$ cat config.mk
export PLATFORM = sky130hd
export DESIGN_NAME = serial_chan_buf
export DESIGN_NICKNAME = d
export VERILOG_FILES = /design/src/rtl/serial_chan_buf_pkg.sv /design/src/rtl/scb_cfg_decode.sv /design/src/rtl/scb_queue.sv /design/src/rtl/serial_chan_buf.sv
export SDC_FILE = /design/constraint.sdc
export NUM_CORES = 1
export LEC_CHECK = 0
export ABC_AREA = 1
export BUFFER_PORTS_ARGS = -buffer_cell sky130_fd_sc_hd__buf_2
export CORE_MARGIN = 2
export CORE_UTILIZATION = 45
export CTS_CLUSTER_DIAMETER = 60
export DETAILED_ROUTE_END_ITERATION = 12
export PLACE_DENSITY = 0.62
export SLEW_MARGIN = 20
export SYNTH_ARGS = -nofsm -noshare
export SYNTH_HDL_FRONTEND = slang
export SYNTH_SLANG_ARGS = --single-unit
$ cat constraint.sdc
create_clock -name clk -period 5.6 [get_ports clk]
set_input_delay 0.56 -clock clk [delete_from_list [all_inputs] [get_ports clk]]
set_output_delay 0.56 -clock clk [all_outputs]
set_load 0.005 [all_outputs]
$ cat src/rtl/serial_chan_buf_pkg.sv
package serial_chan_buf_pkg;

  typedef enum logic [1:0] {
    MODE_UART        = 2'b00,
    MODE_SYNC_CLKOUT = 2'b01,
    MODE_SYNC_CLKIN  = 2'b10,
    MODE_RSVD        = 2'b11
  } chan_mode_e;

  typedef enum logic [1:0] {
    FA_NONE  = 2'b00,
    FA_TX    = 2'b01,
    FA_RX    = 2'b10,
    FA_SPLIT = 2'b11
  } fifo_assign_e;

  // Receive side keeps double buffering except when the clock is generated locally.
  function automatic logic rx_double_forced(input logic [1:0] mode);
    return mode != MODE_SYNC_CLKOUT;
  endfunction

  // Number of byte stages a direction may hold.
  function automatic int unsigned dir_capacity(input logic fifo_on, input logic split,
                                               input logic dbl, input int unsigned depth);
    if (fifo_on) return split ? depth / 2 : depth;
    return dbl ? 1 : 0;
  endfunction

endpackage

$ cat src/rtl/scb_cfg_decode.sv
module scb_cfg_decode
  import serial_chan_buf_pkg::*;
#(
  parameter int FIFO_DEPTH = 4,
  parameter int LVL_W      = 3
) (
  input  logic [1:0]       mode,
  input  logic             wbuf,
  input  logic             fifo_cfg_en,
  input  logic [1:0]       fifo_assign,
  output logic [LVL_W-1:0] cap_tx,
  output logic [LVL_W-1:0] cap_rx,
  output logic             rx_dbl,
  output logic             tx_bypass
);
  logic fifo_ok, tx_fifo, rx_fifo, split;

  always_comb begin
    fifo_ok   = wbuf & fifo_cfg_en;
    tx_fifo   = fifo_ok & fifo_assign[0];
    rx_fifo   = fifo_ok & fifo_assign[1];
    split     = fifo_assign == FA_SPLIT;
    rx_dbl    = wbuf | rx_double_forced(mode);
    // receive always owns at least one stage; single vs double differs in stall/overrun
    cap_tx    = LVL_W'(dir_capacity(tx_fifo, split, wbuf, FIFO_DEPTH));
    cap_rx    = LVL_W'(dir_capacity(rx_fifo, split, 1'b1, FIFO_DEPTH));
    tx_bypass = cap_tx == '0;
  end
endmodule

$ cat src/rtl/scb_queue.sv
module scb_queue #(
  parameter int DEPTH  = 4,
  parameter int DATA_W = 8,
  parameter int LVL_W  = 3
) (
  input  logic              clk,
  input  logic              rst_n,
  input  logic              flush,
  input  logic [LVL_W-1:0]  cap,
  input  logic              push,
  input  logic [DATA_W-1:0] push_data,
  input  logic              pop,
  output logic [DATA_W-1:0] head,
  output logic [LVL_W-1:0]  count,
  output logic              push_rej,
  output logic              pop_rej
);
  localparam int PTR_W = (DEPTH > 1) ? $clog2(DEPTH) : 1;

  logic [DATA_W-1:0] mem [DEPTH];
  logic [PTR_W-1:0]  wr_ptr, rd_ptr;
  logic              push_ok, pop_ok;

  function automatic logic [PTR_W-1:0] ptr_next(input logic [PTR_W-1:0] p);
    return (p == PTR_W'(DEPTH - 1)) ? '0 : p + 1'b1;
  endfunction

  assign push_ok  = push & (count < cap);
  assign pop_ok   = pop & (count != '0);
  assign push_rej = push & ~push_ok;
  assign pop_rej  = pop & ~pop_ok;
  assign head     = mem[rd_ptr];

  always_ff @(posedge clk or negedge rst_n) begin
    if (!rst_n) begin
      wr_ptr <= '0;
      rd_ptr <= '0;
      count  <= '0;
    end else if (flush) begin
      wr_ptr <= '0;
      rd_ptr <= '0;
      count  <= '0;
    end else begin
      if (push_ok) wr_ptr <= ptr_next(wr_ptr);
      if (pop_ok)  rd_ptr <= ptr_next(rd_ptr);
      unique case ({push_ok, pop_ok})
        2'b10:   count <= count + 1'b1;
        2'b01:   count <= count - 1'b1;
        default: ;
      endcase
    end
  end

  always_ff @(posedge clk) begin
    if (push_ok && !flush) mem[wr_ptr] <= push_data;
  end
endmodule

$ cat src/rtl/serial_chan_buf.sv
module serial_chan_buf #(
  parameter int FIFO_DEPTH = 4,
  parameter int DATA_W     = 8
) (
  input  logic                            clk,
  input  logic                            rst_n,
  input  logic [1:0]                      mode,
  input  logic                            wbuf,
  input  logic                            fifo_cfg_en,
  input  logic [1:0]                      fifo_assign,
  input  logic                            host_wr,
  input  logic [DATA_W-1:0]               host_wdata,
  input  logic                            host_rd,
  output logic [DATA_W-1:0]               host_rdata,
  input  logic                            tx_shift_empty,
  output logic                            tx_load,
  output logic [DATA_W-1:0]               tx_load_data,
  input  logic                            rx_done,
  input  logic [DATA_W-1:0]               rx_shift_data,
  output logic                            rx_hold,
  output logic [$clog2(FIFO_DEPTH+1)-1:0] tx_level,
  output logic                            tx_full,
  output logic                            tx_empty,
  output logic [$clog2(FIFO_DEPTH+1)-1:0] rx_level,
  output logic                            rx_full,
  output logic                            rx_empty,
  output logic                            tx_err,
  output logic                            rx_ovr,
  output logic                            rx_err
);
  localparam int LVL_W = $clog2(FIFO_DEPTH + 1);
  localparam int CFG_W = 6;

  logic [LVL_W-1:0]  cap_tx, cap_rx;
  logic              rx_dbl, tx_bypass;
  logic [CFG_W-1:0]  cfg_now, cfg_q;
  logic              cfg_change;
  logic              tx_push, tx_pop, tx_push_rej, tx_pop_rej;
  logic              rx_push, rx_pop, rx_push_rej, rx_pop_rej;
  logic [DATA_W-1:0] tx_head;
  logic              tx_drop_ev;

  scb_cfg_decode #(.FIFO_DEPTH(FIFO_DEPTH), .LVL_W(LVL_W)) dec_i (
    .mode(mode), .wbuf(wbuf), .fifo_cfg_en(fifo_cfg_en), .fifo_assign(fifo_assign),
    .cap_tx(cap_tx), .cap_rx(cap_rx), .rx_dbl(rx_dbl), .tx_bypass(tx_bypass)
  );

  // configuration tracking: any change empties everything
  assign cfg_now    = {mode, wbuf, fifo_cfg_en, fifo_assign};
  assign cfg_change = cfg_now != cfg_q;

  always_ff @(posedge clk or negedge rst_n) begin
    if (!rst_n) cfg_q <= '0;
    else        cfg_q <= cfg_now;
  end

  // transmit path
  assign tx_push = host_wr & ~tx_bypass & ~cfg_change;
  assign tx_pop  = tx_load & ~tx_bypass;
  assign tx_load = ~cfg_change & tx_shift_empty & (tx_bypass ? host_wr : (tx_level != '0));
  assign tx_load_data = tx_bypass ? host_wdata : tx_head;

  scb_queue #(.DEPTH(FIFO_DEPTH), .DATA_W(DATA_W), .LVL_W(LVL_W)) txq_i (
    .clk(clk), .rst_n(rst_n), .flush(cfg_change), .cap(cap_tx),
    .push(tx_push), .push_data(host_wdata), .pop(tx_pop),
    .head(tx_head), .count(tx_level), .push_rej(tx_push_rej), .pop_rej(tx_pop_rej)
  );

  assign tx_drop_ev = ~cfg_change & host_wr & (tx_bypass ? ~tx_shift_empty : tx_push_rej);
  assign tx_full    = tx_bypass ? ~tx_shift_empty : (tx_level == cap_tx);
  assign tx_empty   = tx_level == '0;

  // receive path
  assign rx_push = rx_done & ~cfg_change;
  assign rx_pop  = host_rd & ~cfg_change;

  scb_queue #(.DEPTH(FIFO_DEPTH), .DATA_W(DATA_W), .LVL_W(LVL_W)) rxq_i (
    .clk(clk), .rst_n(rst_n), .flush(cfg_change), .cap(cap_rx),
    .push(rx_push), .push_data(rx_shift_data), .pop(rx_pop),
    .head(host_rdata), .count(rx_level), .push_rej(rx_push_rej), .pop_rej(rx_pop_rej)
  );

  assign rx_full  = rx_level == cap_rx;
  assign rx_empty = rx_level == '0;
  assign rx_hold  = ~rx_dbl & rx_full;

  // sticky error flags
  always_ff @(posedge clk or negedge rst_n) begin
    if (!rst_n) begin
      tx_err <= 1'b0;
      rx_ovr <= 1'b0;
      rx_err <= 1'b0;
    end else if (cfg_change) begin
      tx_err <= 1'b0;
      rx_ovr <= 1'b0;
      rx_err <= 1'b0;
    end else begin
      if (tx_drop_ev)  tx_err <= 1'b1;
      if (rx_push_rej) rx_ovr <= 1'b1;
      if (rx_pop_rej)  rx_err <= 1'b1;
    end
  end
endmodule

Word level (Yosys, flattened, before mapping):

Memory sizes are Yosys's and may differ from the RTL's.
Cells that the tools add are included.

* register bits: 23
* input bits: 28
* memories kept: 2
* memory bits (writable): 64

* equal/unequal tests: 13
* add/subtract/negate cells: 8
* order comparisons: 2
* bitwise operators: 28
* muxes and demuxes: 38
* reduce and logical (&&, ||, !) cells: 17

Memories
* rxq_i.mem: depth 4, bits a word 8, read ports 1, clocked after Yosys merged registers in 0, write ports 1, RTL line scb_queue.sv:20 `logic [DATA_W-1:0] mem [DEPTH];`
* txq_i.mem: depth 4, bits a word 8, read ports 1, clocked after Yosys merged registers in 0, write ports 1, RTL line scb_queue.sv:20

Operators with widths (count)
* $mux 2: 12
* $mux 3: 7
* $and 1x1->1: 20
* $mux 1: 16
* $eq 2x2->1 const B: 7
* $reduce_bool 2->1: 7
* $pmux 3 s2: 2
* $reduce_bool 3->1: 4
* $logic_not 3->1: 3
* $add 2x1->2 const B: 4
* $mux 8: 1
* $not 1->1: 7
* $add 3x1->3 const B: 2
* $eq 3x3->1: 2
* $lt 3x3->1: 2
* $ne 6x6->1: 1
* $sub 3x1->3 const B: 2
* $eq 2x1->1 const B: 2
* $logic_and 1x1->1: 2
* $ne 2x1->1 const B: 1
* $logic_not 1->1: 1
* $or 1x1->1: 1

Logic depth before layout (Yosys ltp):

* depth after elaboration: 15
* mapped depth: 18
* mapped depth without buffers: 17

By module:

From an unflattened synthesis, not the netlist that was laid out.

* cell total of the unflattened synthesis: 428
* area, all modules: 4312.9 um2

By module, submodules not included
* scb_queue (rxq_i): times used 1, sequential area each 1136.1 um2, area an instance 1814.2 um2, cells each 151
* scb_queue (txq_i): times used 1, sequential area each 1136.1 um2, area an instance 1775.5 um2, cells each 153
* serial_chan_buf: times used 1, sequential area each 225.2 um2, area an instance 673.1 um2, cells each 113
* scb_cfg_decode: times used 1, sequential area each 0.0 um2, area an instance 50.0 um2, cells each 11

Least setup slack after synthesis:

OpenSTA, ideal clock, no wires.

* path type: input to register
* start: in wbuf
* end: reg txq_i.count[2]
* data arrival time: 2.859 ns
* path buffers: 1
* path slack: 2.625 ns
* cell stages on the path: 18
* data required time: 5.485 ns
* setup time: 0.115 ns
* cell sequence: clkbuf_1 -> nand2_1 -> nor2_1 -> nand2_1 -> ha_1 -> nand2_1 -> nor2_1 -> nor2_2 -> inv_2 -> o211ai_2 -> inv_1 -> fa_1 -> xor2_1 -> inv_1 -> nand3_1 -> nand2_1 -> nor2_1 -> nor2_1

* longest elaborated chain between the ends: 12

RTL lines
* start: declaration: RTL line serial_chan_buf.sv:8 `input logic wbuf,`
* $and 1x1->1: RTL line scb_cfg_decode.sv:19 `fifo_ok = wbuf & fifo_cfg_en;`
* $and 1x1->1: RTL line scb_cfg_decode.sv:20 `tx_fifo = fifo_ok & fifo_assign[0];`
* $mux 3 or $mux 1 (tied branches): RTL line serial_chan_buf_pkg.sv:25 `if (fifo_on) return split ? depth / 2 : depth;`
* $mux 3: RTL line serial_chan_buf_pkg.sv:26 `return dbl ? 1 : 0;`
* $logic_not 3->1: RTL line scb_cfg_decode.sv:27 `tx_bypass = cap_tx == '0;`
* $mux 1 or $not 1->1 (tied branches): RTL line serial_chan_buf.sv:60, serial_chan_buf.sv:58, serial_chan_buf.sv:59
* $and 1x1->1, on equally long branches: RTL line serial_chan_buf.sv:60, serial_chan_buf.sv:58
* $and 1x1->1, on equally long branches: RTL line serial_chan_buf.sv:59, serial_chan_buf.sv:58
* $and 1x1->1, on equally long branches: RTL line scb_queue.sv:29, scb_queue.sv:28
* $eq 2x1->1 or $eq 2x2->1 (tied branches): RTL line scb_queue.sv:46 `unique case ({push_ok, pop_ok})`
* $pmux 3 s2: RTL line scb_queue.sv:46
* $mux 3: RTL line scb_queue.sv:39 `end else if (flush) begin`
* end signal: assignment: RTL line scb_queue.sv:47 `2'b10: count <= count + 1'b1;`
* end signal: assignment: RTL line scb_queue.sv:48 `2'b01: count <= count - 1'b1;`
* end: declaration: RTL line scb_queue.sv:14 `output logic [LVL_W-1:0] count,`

Several ways; a longest one is shown, not always the timed one.
A chain may end at the register's enable or synchronous reset.

Worst setup path after layout:

Ends and elaborated chain as after synthesis.

==> impl_metrics.toml <==
[status]
outcome = "finished clean"

[yosys]
yosysSeqAreaShare = 0.6164
syn_area_per_cell_sq_um = 10.28
synth_top_cell_by_area = "edfxtp_1"
synthTopCellsByArea = "edfxtp_1 (47%), dfrtp_1 (14%), nor2_1 (7.4%), nand2_1 (5.1%), ha_1 (4.9%)"
synth_warnings = 0
syn_inst = 394
synthesis.nets = 440
synth_area_sq_um = 4051
ys_ff_latch = 87
synth_top_area_frac = 0.4744
synth_cell_types = 32

[floorplanning]
die_w_um = 98.89
rows = 34
die_h_um = 98.89
start_util = 0.4646
ios = 59
core-area_sq_um = 8721
fp.dieArea_sq_um = 9778

[worst_setup_path]
cpPeakStageDelay_ps = 380
setup.worst_path.start = "wbuf"
cp.arrival_ps = 3240
worstPathRequired_ps = 5850
startpoint_type = "input pin"
crit_chain = "buf_2 -> nand2_1 -> nor2_1 -> nand2_1 -> ha_1 -> nand2_1 -> nand2_1 -> nor2_2 -> inv_2 -> o211ai_2 -> inv_1 -> fa_1 -> xor2_1 -> inv_1 -> nand3_1 -> nand2_1 -> nor2_1 -> nor2_1"
path_common_cell = "nand2_1"
endpoint_kind = "flop"
cp_slowest_cell = "fa_1"
reg2reg_slack_ps = 3150
crit_type = "input pin to flop"
worstPathMaxFanout = 24
r2r_start = "txq_i.count[2]$_DFFE_PN0P_"

[grt]
met1_usage = 0.2110
antenna_found_initial = 0
gr-usage-met3 = 0.05035
grt-busiest-layer = "met2"
grt_pass1_wl_mm = 12.45
gr-usage-met2 = 0.2677
grt_pass1_vias = 2632
grt_max_degree = 25
grt_usage = 0.1635
overflow = 0

[timing]
finalClockSkew_ps = 13.77
setup_viol = 0
fin_crit_sh = 0.5337
fin_ws_ps = 2611
relSlewSlack = 0.4521
fmax_mhz = 334.6
rsz0062_at_grt = "false"
hold_viol = 0
final.min_clock_period_ps = 2989
setup_tns_ps = 0
worst_slew_pin_slew_ps = 818.8
slew_viol_final = 0

[route]
ant_nets = 0
dr.pass1.iters = 4
dr_total_vias = 2796
drt_iter0_drc = 114
vias_per_cell = 4.940
routed_wl_mm = 7.721
wl_per_cell_um = 13.64
drc = 0

[clock_tree]
clkTransAtPathRegs_ps = 90
clk_latency_ps = 360
ctsHoldBuffers = 0
cts_root_buf = "clkbuf_8"
cts_tree = "done"
cts_resized = 0
clock-sinks = 87
post_cts_buffers = 0
clockBufferDepth = 2
cts-buffers-inserted = 9
htreeDepth = 3

[layout]
antennaDiodeCount = 0
postLayoutCoreUtil = 0.5310
finalNetCount = 499
drive_gt1_frac = 0.2009
area_growth_syn_to_layout_pct = 14.30

[pwr]
p_per_area_nw_per_um2 = 261.0
switching_share = 0.2285
p_sw_mw = 0.2763
vdd_ir_drop_max_mv = 0.1272
p_leak_nw = 2.022
clkPwrFrac = 0.363
sequentialPowerShare = 0.580
p_int_mw = 0.9326
pwr-share-comb = 0.057

[worst_hold_path]
hold_class = "input pin to asynchronous set/reset pin"

[placed_design]
preCtsSetupSlack_ps = 2220
dp_hpwl_mm = 5.207
place_congestion = 0.7562
portBuffers = 58

[run]
cap_violations = 0
## power groups by stage
stage	clock network [mW]	logic [mW]	registers (mW)
floorplan	0	0.0366	0.715
global placement	0	0.0685	0.715
detailed placement	0	0.0699	0.715
CTS	0.453	0.0705	0.701
global route	0.478	0.0787	0.701
finish	0.439	0.0689	0.701
## synth_stat cells
cell type	instances
fa_1	2
nand3b_1	3
inv_2	6
o211a_1	1
a22oi_1	1
nand4_1	2
o21ai_0	34
ha_1	16
nand3_2	1
nor4_1	1
nand3_1	10
nor2_2	3
o22ai_1	9
o21ai_1	4
a21oi_1	3
nand2_1	55
nor2_1	80
nand2_2	4
a211oi_1	1
xor2_1	2
nand3_4	1
nor2_4	3
o31ai_1	1
buf_4	1
dfrtp_1	23
o211ai_2	1
clkinv_1	1
inv_1	43
a31oi_1	9
edfxtp_1	64
buf_2	1
clkbuf_1	8
## registers in the layout (all words and copies together) (netlist names)
signal	cells
rxq_i.rd_ptr	2
txq_i.count	3
txq_i.rd_ptr	2
tx_err	1
rx_ovr	1
rxq_i.mem	32
cfg_q	6
rxq_i.wr_ptr	2
txq_i.mem	32
rx_err	1
rxq_i.count	3
txq_i.wr_ptr	2
## critical path, delay by kind of cell
family,cells,cell delay [ps]
buffers and inverters,4,560
XOR/XNOR,1,200
adder cells (fa/ha/maj),2,690
AND/OR/NAND/NOR,10,1000
AO/OA/AOI/OAI,1,210
## path summary, 6_finish.rpt
kind | to | cells past startpoint
worst max-delay path | txq_i.count[2]$_DFFE_PN0P_ | 18
worst min-delay path | cfg_q[4]$_DFF_PN0_ | 1
worst max register to register | txq_i.count[2]$_DFFE_PN0P_ | 14
worst min register to register | rx_ovr$_DFFE_PN0P_ | 2
max in group asynchronous | rxq_i.count[0]$_DFFE_PN0P_ | 1
min in group clk | cfg_q[4]$_DFF_PN0_ | 1
## layout by cell type (no fill, tap or decap), drive strengths merged
master / count
a211oi: 1
a21oi: 3
a22oi: 1
a31oi: 9
buf: 58
bufinv: 1
clkbuf: 10
clkinv: 4
dfrtp: 23
edfxtp: 64
fa: 2
ha: 16
inv: 51
nand2: 59
nand3: 12
nand3b: 3
nand4: 2
nor2: 86
nor4: 1
o211a: 1
o211ai: 1
o21ai: 38
o22ai: 9
o31ai: 1
xor2: 2
## cell type report
cell class              instances  area [sq um]
multi-input cells             247          1324
flip-flops and latches         87          2497
fillers                       751          4090
well taps                     108         135.1
inverters                      50         187.7
clock buffers                  10         127.6
repair buffers                 58         290.3
clock inverters                 6         68.82
## per-layer routing
layer	vias to the layer above	share of wire
li1	1436	-
met1	1288	0.46
met2	61	0.48
met3	11	0.045
met4	0	0.012
met5	-	0
## cell families after synthesis
family	Yosys count	share of synthesized area
compound gates	64	0.08956
fa+ha+maj	18	0.05930
flops	87	0.6164
buf+inv	60	0.05682
xor+xnor	2	0.004324
simple gates	163	0.1736
## stage by stage
step	hold WS (ps)	total power, mW	area, sq um	cells
2_1_floorplan	264.4	0.7512	4051	394
3_3_place_gp	475.0	0.7831	4434	550
3_5_place_dp	485.5	0.7848	4434	550
4_1_cts	177.0	1.224	4631	566
5_1_grt	197.3	1.258	4631	566
6_report	165.9	1.209	4631	566
Note: power is estimated with default switching activity, not from simulation.
